[src/rtl/wrb_pkg.sv]
package wrb_pkg;
   typedef enum logic [1:0] {
      CMD_NOP   = 2'd0,
      CMD_WRITE = 2'd1,
      CMD_PRE   = 2'd2
   } wrb_cmd_e;

   localparam logic [1:0] BL_FIXED8 = 2'b00;
   localparam logic [1:0] BL_OTF    = 2'b01;
   localparam logic [1:0] BL_FIXED4 = 2'b10;
endpackage

[src/rtl/wrb_timer.sv]
module wrb_timer #(
   parameter int unsigned WL  = 5,
   parameter int unsigned TWR = 10,
   parameter int unsigned CW  = 5
) (
   input  logic          clk,
   input  logic          rst_n,
   input  logic          start,
   input  logic          chop,
   output logic          active,
   output logic [CW-1:0] cnt,
   output logic          chop_q,
   output logic          at_last
);
   // last busy cycle index = WL + beats/2 + TWR - 1
   localparam logic [CW-1:0] LAST4 = CW'(WL + 1 + TWR);
   localparam logic [CW-1:0] LAST8 = CW'(WL + 3 + TWR);

   assign at_last = active && (cnt == (chop_q ? LAST4 : LAST8));

   always_ff @(posedge clk) begin
      if (!rst_n) begin
         active <= 1'b0;
         cnt    <= '0;
         chop_q <= 1'b0;
      end else if (start) begin
         active <= 1'b1;
         cnt    <= '0;
         chop_q <= chop;
      end else if (active) begin
         cnt <= cnt + 1'b1;
         if (at_last) active <= 1'b0;
      end
   end
endmodule

[src/rtl/wrb_strobe.sv]
module wrb_strobe #(
   parameter int unsigned WL = 5,
   parameter int unsigned CW = 5
) (
   input  logic          active,
   input  logic [CW-1:0] cnt,
   input  logic          chop_q,
   output logic          dqs_oe,
   output logic          dqs_rise,
   output logic          dqs_fall,
   output logic          dq_oe,
   output logic [1:0]    pair_idx
);
   localparam logic [CW-1:0] WL_C  = CW'(WL);
   localparam logic [CW-1:0] PRE_C = CW'(WL - 1);

   logic [CW-1:0] pairs;
   logic          in_pre, in_data, in_post;

   assign pairs   = chop_q ? CW'(2) : CW'(4);
   assign in_pre  = active && (cnt == PRE_C);
   assign in_data = active && (cnt >= WL_C) && (cnt < WL_C + pairs);
   assign in_post = active && (cnt == WL_C + pairs);

   assign dqs_oe   = in_pre || in_data || in_post;
   assign dqs_rise = in_pre || in_data;
   assign dqs_fall = 1'b0;
   assign dq_oe    = in_data;
   assign pair_idx = 2'(cnt - WL_C);
endmodule

[src/rtl/wrb_beatmux.sv]
module wrb_beatmux #(
   parameter int unsigned DW = 8,
   parameter int unsigned MW = 1
) (
   input  logic            clk,
   input  logic            rst_n,
   input  logic            load,
   input  logic [8*DW-1:0] data_in,
   input  logic [8*MW-1:0] mask_in,
   input  logic            dq_oe,
   input  logic [1:0]      pair_idx,
   output logic [DW-1:0]   dq_rise,
   output logic [DW-1:0]   dq_fall,
   output logic [MW-1:0]   dm_rise,
   output logic [MW-1:0]   dm_fall
);
   logic [8*DW-1:0] data_q;
   logic [8*MW-1:0] mask_q;
   logic [DW-1:0]   beat_d [8];
   logic [MW-1:0]   beat_m [8];

   always_ff @(posedge clk) begin
      if (!rst_n) begin
         data_q <= '0;
         mask_q <= '0;
      end else if (load) begin
         data_q <= data_in;
         mask_q <= mask_in;
      end
   end

   for (genvar b = 0; b < 8; b++) begin : g_beat
      assign beat_d[b] = data_q[b*DW +: DW];
      assign beat_m[b] = mask_q[b*MW +: MW];
   end

   assign dq_rise = dq_oe ? beat_d[{pair_idx, 1'b0}] : '0;
   assign dq_fall = dq_oe ? beat_d[{pair_idx, 1'b1}] : '0;
   assign dm_rise = dq_oe ? beat_m[{pair_idx, 1'b0}] : '0;
   assign dm_fall = dq_oe ? beat_m[{pair_idx, 1'b1}] : '0;
endmodule

[src/rtl/wrburst_seq.sv]
module wrburst_seq
   import wrb_pkg::*;
#(
   parameter int unsigned WL  = 5,
   parameter int unsigned TWR = 10,
   parameter int unsigned DW  = 8,
   parameter int unsigned MW  = DW / 8,
   parameter int unsigned BW  = 3,
   parameter int unsigned CLW = 10
) (
   input  logic            clk,
   input  logic            rst_n,
   input  logic [1:0]      mode_bl,
   input  logic            req_valid,
   input  logic [BW-1:0]   req_bank,
   input  logic [CLW-1:0]  req_col,
   input  logic            req_a12,
   input  logic [8*DW-1:0] req_data,
   input  logic [8*MW-1:0] req_mask,
   output logic            req_ready,
   input  logic            pre_req,
   input  logic [BW-1:0]   pre_bank,
   output logic            pre_ack,
   output logic [1:0]      cmd_o,
   output logic [BW-1:0]   cmd_bank,
   output logic [CLW-1:0]  cmd_col,
   output logic            cmd_a12,
   output logic            dqs_oe,
   output logic            dqs_rise,
   output logic            dqs_fall,
   output logic            dq_oe,
   output logic [DW-1:0]   dq_rise,
   output logic [DW-1:0]   dq_fall,
   output logic [MW-1:0]   dm_rise,
   output logic [MW-1:0]   dm_fall
);
   localparam int unsigned CW = $clog2(WL + TWR + 6);

   if (WL < 2) begin : g_bad_wl
      $error("wrburst_seq: WL must be 2 or more");
   end
   if (TWR < 1) begin : g_bad_twr
      $error("wrburst_seq: TWR must be 1 or more");
   end
   if (MW * 8 != DW) begin : g_bad_mw
      $error("wrburst_seq: MW must equal DW/8");
   end

   wrb_cmd_e      cmd_q;
   logic          chop_d, chop_q;
   logic          active, at_last;
   logic [CW-1:0] cnt;
   logic [BW-1:0] wbank_q;
   logic          wr_fire, pre_fire;
   logic [1:0]    pair_idx;

   always_comb begin
      case (mode_bl)
         BL_OTF:    chop_d = !req_a12;
         BL_FIXED4: chop_d = 1'b1;
         default:   chop_d = 1'b0;
      endcase
   end

   assign pre_fire  = pre_req && (!active || (pre_bank != wbank_q) || at_last);
   assign req_ready = !active && !pre_req;
   assign wr_fire   = req_valid && req_ready;
   assign pre_ack   = pre_fire;
   assign cmd_o     = cmd_q;

   always_ff @(posedge clk) begin
      if (!rst_n) begin
         cmd_q    <= CMD_NOP;
         cmd_bank <= '0;
         cmd_col  <= '0;
         cmd_a12  <= 1'b0;
         wbank_q  <= '0;
      end else begin
         cmd_q <= CMD_NOP;
         if (pre_fire) begin
            cmd_q    <= CMD_PRE;
            cmd_bank <= pre_bank;
         end else if (wr_fire) begin
            cmd_q    <= CMD_WRITE;
            cmd_bank <= req_bank;
            cmd_col  <= req_col;
            cmd_a12  <= req_a12;
            wbank_q  <= req_bank;
         end
      end
   end

   wrb_timer #(.WL(WL), .TWR(TWR), .CW(CW)) u_timer (
      .clk     (clk),
      .rst_n   (rst_n),
      .start   (wr_fire),
      .chop    (chop_d),
      .active  (active),
      .cnt     (cnt),
      .chop_q  (chop_q),
      .at_last (at_last)
   );

   wrb_strobe #(.WL(WL), .CW(CW)) u_strobe (
      .active   (active),
      .cnt      (cnt),
      .chop_q   (chop_q),
      .dqs_oe   (dqs_oe),
      .dqs_rise (dqs_rise),
      .dqs_fall (dqs_fall),
      .dq_oe    (dq_oe),
      .pair_idx (pair_idx)
   );

   wrb_beatmux #(.DW(DW), .MW(MW)) u_beats (
      .clk      (clk),
      .rst_n    (rst_n),
      .load     (wr_fire),
      .data_in  (req_data),
      .mask_in  (req_mask),
      .dq_oe    (dq_oe),
      .pair_idx (pair_idx),
      .dq_rise  (dq_rise),
      .dq_fall  (dq_fall),
      .dm_rise  (dm_rise),
      .dm_fall  (dm_fall)
   );
endmodule

[config.mk]
export PLATFORM = sky130hd
export DESIGN_NAME = wrburst_seq
export DESIGN_NICKNAME = d
export VERILOG_FILES = /design/src/rtl/wrb_pkg.sv /design/src/rtl/wrb_timer.sv /design/src/rtl/wrb_strobe.sv /design/src/rtl/wrb_beatmux.sv /design/src/rtl/wrburst_seq.sv
export SDC_FILE = /design/constraint.sdc
export NUM_CORES = 1
export LEC_CHECK = 0
export ABC_AREA = 1
export BUFFER_PORTS_ARGS = -buffer_cell sky130_fd_sc_hd__buf_2
export CAP_MARGIN = 30
export CORE_MARGIN = 1
export CORE_UTILIZATION = 45
export CTS_CLUSTER_DIAMETER = 120
export DETAILED_ROUTE_END_ITERATION = 10
export GPL_TIMING_DRIVEN = 0
export PLACE_DENSITY_LB_ADDON = 0.08
export SLEW_MARGIN = 20
export SYNTH_ARGS = -nofsm -noshare
export SYNTH_HDL_FRONTEND = slang
export SYNTH_SLANG_ARGS = --single-unit
[constraint.sdc]
create_clock -name clk -period 4.3 [get_ports clk]
set_clock_uncertainty 0.1 [all_clocks]
set_input_delay 0.215 -clock clk [delete_from_list [all_inputs] [get_ports clk]]
set_output_delay 0.215 -clock clk [all_outputs]
set_load 0.02 [all_outputs]
# After elaboration in Yosys (flattened, before gate mapping)
# Cells that the tools add are included.
classes:
  n_bitwise: 4
  eq_ne: 6
  addsub: 3
  n_reduce_logical: 19
  mux: 26
  magnitude_cmp: 4
op_table:
  columns: ["operator", "n"]
  rows:
  - ["8-bit binary-select mux with 3-bit select", 2]
  - ["8-bit two-way mux", 6]
  - ["5-bit equality test", 2]
  - ["1-bit two-way mux", 10]
  - ["3-bit two-way mux", 3]
  - ["4-bit greater-or-equal comparator, second input constant", 2]
  - ["1-bit logical AND", 8]
  - ["3-bit NOT with 4-bit output", 2]
  - ["1-bit binary-select mux with 3-bit select", 2]
  - ["3-bit by 5-bit adder with 5-bit output, first input constant", 1]
  - ["5-bit by 1-bit adder with 5-bit output, second input constant", 1]
  - ["5-bit by 3-bit equality test with 1-bit output, second input constant", 1]
  - ["5-bit by 3-bit greater-or-equal comparator with 1-bit output, second input constant", 1]
  - ["5-bit less-than comparator", 1]
  - ["1-bit logical OR", 4]
  - ["2-bit two-way mux", 2]
  - ["2-bit OR reduction", 2]
  - ["1-bit zero test", 3]
  - ["3-bit != test", 1]
  - ["2-bit by 1-bit equality test with 1-bit output, second input constant", 1]
  - ["2-bit equality test, second input constant", 1]
  - ["1-bit NOT", 2]
  - ["1-bit one-hot mux with 2 select lines", 1]
  - ["2-bit AND reduction", 1]
  - ["2 further kinds", 2]
word_totals:
  input_bits: 95
  output_inout_bits: 40
  word_cells: 73
  ff_bits: 98

# Depth between registers and ports, before layout
logic_depth:
  depth_word: 7
  depth_mapped: 9
  ltp_nobuf: 9

# Cells and area by module
# From an unflattened synthesis, not the netlist that was laid out.
unflattened:
  cells_unflattened: 644
  hier_area_um2: 4548.1
by_module_without_submodules:
  columns: ["module", "area_each_um2", "seq_area_each_um2", "n_inst", "cells_each"]
  rows:
  - ["wrb_beatmux", 3185.6, 1441.4, 1, 452]
  - ["wrburst_seq", 818.3, 380.4, 1, 112]
  - ["wrb_timer", 342.8, 140.1, 1, 48]
  - ["wrb_strobe", 201.4, 0.0, 1, 32]

# Worst setup path after synthesis
# Ideal clock, no wire load.
synth_path:
  kind: "register to output"
  from: "register u_timer.cnt[0]"
  to: "output dq_fall[6]"
  arrival_time_ns: 1.937
  path_stages_with_launch: 9
  n_path_buf: 3
  t_required_ns: 3.985
  setup_slack_ns: 2.048
  path_cell_list: "dfxtp_1 inv_2 clkbuf_1 ha_1 buf_2 buf_1 a21oi_1 o21ai_0 a21oi_1"
synth_via:
  elab_chain_cells: 6
  word_cells_on_any_way: 10
  classes_between: "add/sub (1); order compare (2); mux (4); bitwise (1); reduce/logical (2)"
synth_rtl:
  columns: ["element", "line_no", "source"]
  rows:
  - ["from (decl)", "wrb_timer.sv:11", "output logic [CW-1:0] cnt,"]
  - ["from (signal assigned)", "wrb_timer.sv:31", "cnt <= cnt + 1'b1;"]
  - ["2-bit by 1-bit subtractor with 2-bit output", "wrb_strobe.sv:29", "assign pair_idx = 2'(cnt - WL_C);"]
  - ["named net pair_idx[0]", "wrburst_seq.sv:55", "logic [1:0] pair_idx;"]
  - ["3-bit NOT with 4-bit output (implied by the code)", "wrb_beatmux.sv:38", "assign dq_fall = dq_oe ? beat_d[{pair_idx, 1'b1}] : '0;"]
  - ["8-bit binary-select mux with 3-bit select", "wrb_beatmux.sv:38", null]
  - ["8-bit two-way mux (implied by the code) (2 in series)", "wrb_beatmux.sv:38", null]
  - ["8-bit two-way mux", "wrb_beatmux.sv:38", null]
  - ["to (decl)", "wrburst_seq.sv:33", "output logic [DW-1:0] dq_fall,"]
# The timed path passes the listed nets, and every way through them passes these cells. The select of a mux whose other input is x is not followed.

# Worst setup path in the final report
layout_path:
  from: "register u_timer.cnt[0]"
  to: "output dq_fall[4]"
# Same word-level chain as after synthesis.

==> metrics.md <==
| Metric | Value |
|---|---|
| Clock Latency Late Sink | `0.36 ns` |
| Worst Setup Start Kind | `register` |
| CTS tree | `done` |
| H-Tree Level Count | `3` |
| CP max FO | `10` |
| I/O pin total | `135` |
| Sequential fraction of the synthesis area | `0.4651` |
| Commonest cells in the netlist | `nand2_1, dfxtp_1, o21ai_0` |
| Area leader, netlist | `dfxtp_1` |
| Mapped Area | `4218 um2` |
| F_max | `0.3056 GHz` |
| Clock Sinks | `98` |
| Final Hold Vio Count | `0` |
| Nets | `911` |
| Most common cell in the netlist | `nand2_1` |
| Syn Inst Count | `581` |
| Max-slew violation count | `0` |
| Main synth FF type | `dfxtp_1` |
| Setup crit end kind | `primary output` |
| CP required | `3.98 ns` |
| # setup viols final | `0` |
| Register Area | `1962 um2` |
| Rows | `34` |
| P_leak | `2.821 nW` |
| Warnings, synthesis | `0` |
| Class of the most critical setup path | `register to primary output` |
| Initial detailed-routing violation count | `214` |
| Min cycle time layout | `3.272 ns` |
| Pwr Total | `1.910 mW` |
| CP arrival | `2.96 ns` |
| Syn_nets | `684` |
| Design Area, Final | `6051 um2` |
| Final WL | `13.35 mm` |
| Clk root buf | `clkbuf_8` |
| Worst hold slack | `0.03867 ns` |
| Number of enable flip-flop cells after synthesis | `0` |
| FF+latch count, synth | `98` |
| DP Cell Count | `822` |
| Residual DRC count | `0` |
| Period Utilization, post-route | `0.7610` |
| Die ar. | `9764 um2` |
| Fraction of synthesized cell area taken by the top area cell type | `0.4651` |
| Drt wl/cell | `14.49 um` |
| Unrepaired setup endpoints after global routing | `false` |
| Worst Hold Class | `input pin to register` |
| Layout cells sized above 1 | `0.2189` |
| Ant. Diodes | `0` |
| Final setup TNS | `0 ns` |
| Vias in the first global route | `4,435` |
| Die Wd | `98.82 um` |
| Maxcap violations | `0` |
| Initial antenna violation count | `0` |
| Distinct cells, synth | `29` |
| TritonRoute pass-1 iters | `4` |
| DP Wirelength | `9.005 mm` |
| Ys async rst share | `0` |
| Multi-input gate area | `1844 um2` |
| Vias per Instance | `5.016` |
| Post-Place Cell Area | `5019 um2` |
| Status | `completed` |
| Pwr dens | `315.7 nW/um2` |
| First-pass GRT wire length | `21.33 mm` |
| Gr ovfl total | `0` |
| Setup repair bufs after CTS | `0` |
| CTS clk-pin slew, worst paths | `0.09 ns` |
| Largest net degree at the start of global routing | `18` |
| P&R area growth vs syn | `43.46%` |
| Via count | `4,620` |
| Post-route insts no fill | `921` |
| Worst Tran Pin Value | `0.5451 ns` |
| Core Box Area | `8891 um2` |
| Initial Util | `0.4744` |
| Port Buf Inserts | `133` |
| Syn Area/Cell | `7.260 um2` |
| Maximum vdd ir drop | `0.1878 mV` |
| Buffer depth of the longest clock path | `2` |
| Post-DRT Antenna Nets | `0` |
| Fillers | `794` |
| Routability cong. | `0.7859` |
| Total track usage | `0.2809` |
| Die Ht | `98.82 um` |
| Num CTS Buffers | `9` |
| Synth area leaders | `dfxtp_1, nand2_1, o21ai_0` |
| Max-slew headroom | `0.6366` |
-- layout by cell type (no fill, tap or decap), types with 2 or more instances in the layout --
cell | synthesis | routed
buf_6 | 2 | 2
nor2_4 | 2 | 2
clkbuf_1 | 14 | 14
a21oi_1 | 62 | 62
inv_2 | 3 | 3
dlygate4sd3_1 | 0 | 83
buf_4 | 6 | 6
ha_1 | 8 | 8
clkbuf_8 | 0 | 9
buf_1 | 4 | 4
inv_1 | 55 | 55
a31oi_1 | 2 | 2
nand2_1 | 155 | 155
buf_2 | 11 | 144
nand3_1 | 57 | 57
o22ai_1 | 2 | 2
o21ai_0 | 69 | 69
o21ai_1 | 5 | 5
dfxtp_1 | 98 | 98
clkinvlp_4 | 0 | 3
nand4_1 | 3 | 3
nor2_1 | 9 | 9
nor3_1 | 5 | 5
-- metrics by stage --
step / worst slack (ns) / utilization
2_1_floorplan: 2.048 / -
6_report: 1.028 / 0.6806
4_1_cts: 1.046 / 0.6806
5_1_grt: 0.8065 / 0.6806
3_5_place_dp: 1.448 / 0.5645
3_3_place_gp: 1.437 / 0.5645
-- flip-flops by register name, indices dropped and copies added (netlist names) --
name and flops:
u_timer.active 1, u_timer.chop_q 1, wbank_q 3, u_beats.data_q 64
u_timer.cnt 5, cmd_bank 3, cmd_col 10, cmd_o 2
u_beats.mask_q 8, cmd_a12 1
-- worst max-delay path: stages, from the launching register on --
cell and delay (ns):
dfxtp_1 0.48, inv_2 0.17, clkbuf_1 0.25, ha_1 0.36, clkinv_1 0.24, clkbuf_1 0.33, a21oi_1 0.26, o21ai_0 0.16
a21oi_1 0.16, buf_2 0.18
-- path summary, 6_finish.rpt --
path / start / endpoint / slack (ns) / cells past startpoint
max: u_timer.cnt[0]$_SDFFE_PP0P_ / dq_fall[4] / 1.03 / 9
min: req_bank[0] / wbank_q[0]$_SDFFE_PN0P_ / 0.04 / 3
max reg2reg: u_timer.cnt[0]$_SDFFE_PP0P_ / u_timer.cnt[1]$_SDFFE_PP0P_ / 1.94 / 7
min reg2reg: u_beats.data_q[2]$_SDFFE_PN0P_ / u_beats.data_q[2]$_SDFFE_PN0P_ / 0.37 / 2
-- final cells by class --
class,count,share of cell area
multi-input combinational,387,0.3048
clock buffer,9,0.02047
timing repair buffer,216,0.2473
buffer,37,0.03143
sequential,98,0.3242
clock inverter,7,0.01282
inverter,59,0.03660
tap,108,0.02233
-- kinds of logic (layout without fill, tap and decap cells) --
logic type	count (synthesis)	count (layout)	share of synthesized area
compound gates	142	142	0.1738
buf+inv	96	328	0.09759
xor+xnor	1	1	0.002077
fa+ha+maj	8	8	0.02373
simple gates	235	235	0.2367
flops	98	98	0.4651
other cells	1	1	0.0008891
-- repair_timing --
item                      CTS  global route
hold endpoints to repair   83             0
hold buffers               83             0
gates resized for setup     0             0
-- report_power, final --
part	internal (mW)	switching (mW)
logic	0.145	0.178
clock network	0.274	0.338
registers	0.954	0.0210
-- per-layer routing --
metal,wire (um),vias to the layer above,GRT usage
li1,-,2343,-
met1,5750,2103,0.3418
met2,6617,159,0.5073
met3,766,15,0.04752
met4,213,0,0.08152
met5,0,-,0
Note: power is estimated with default switching activity, not from simulation.
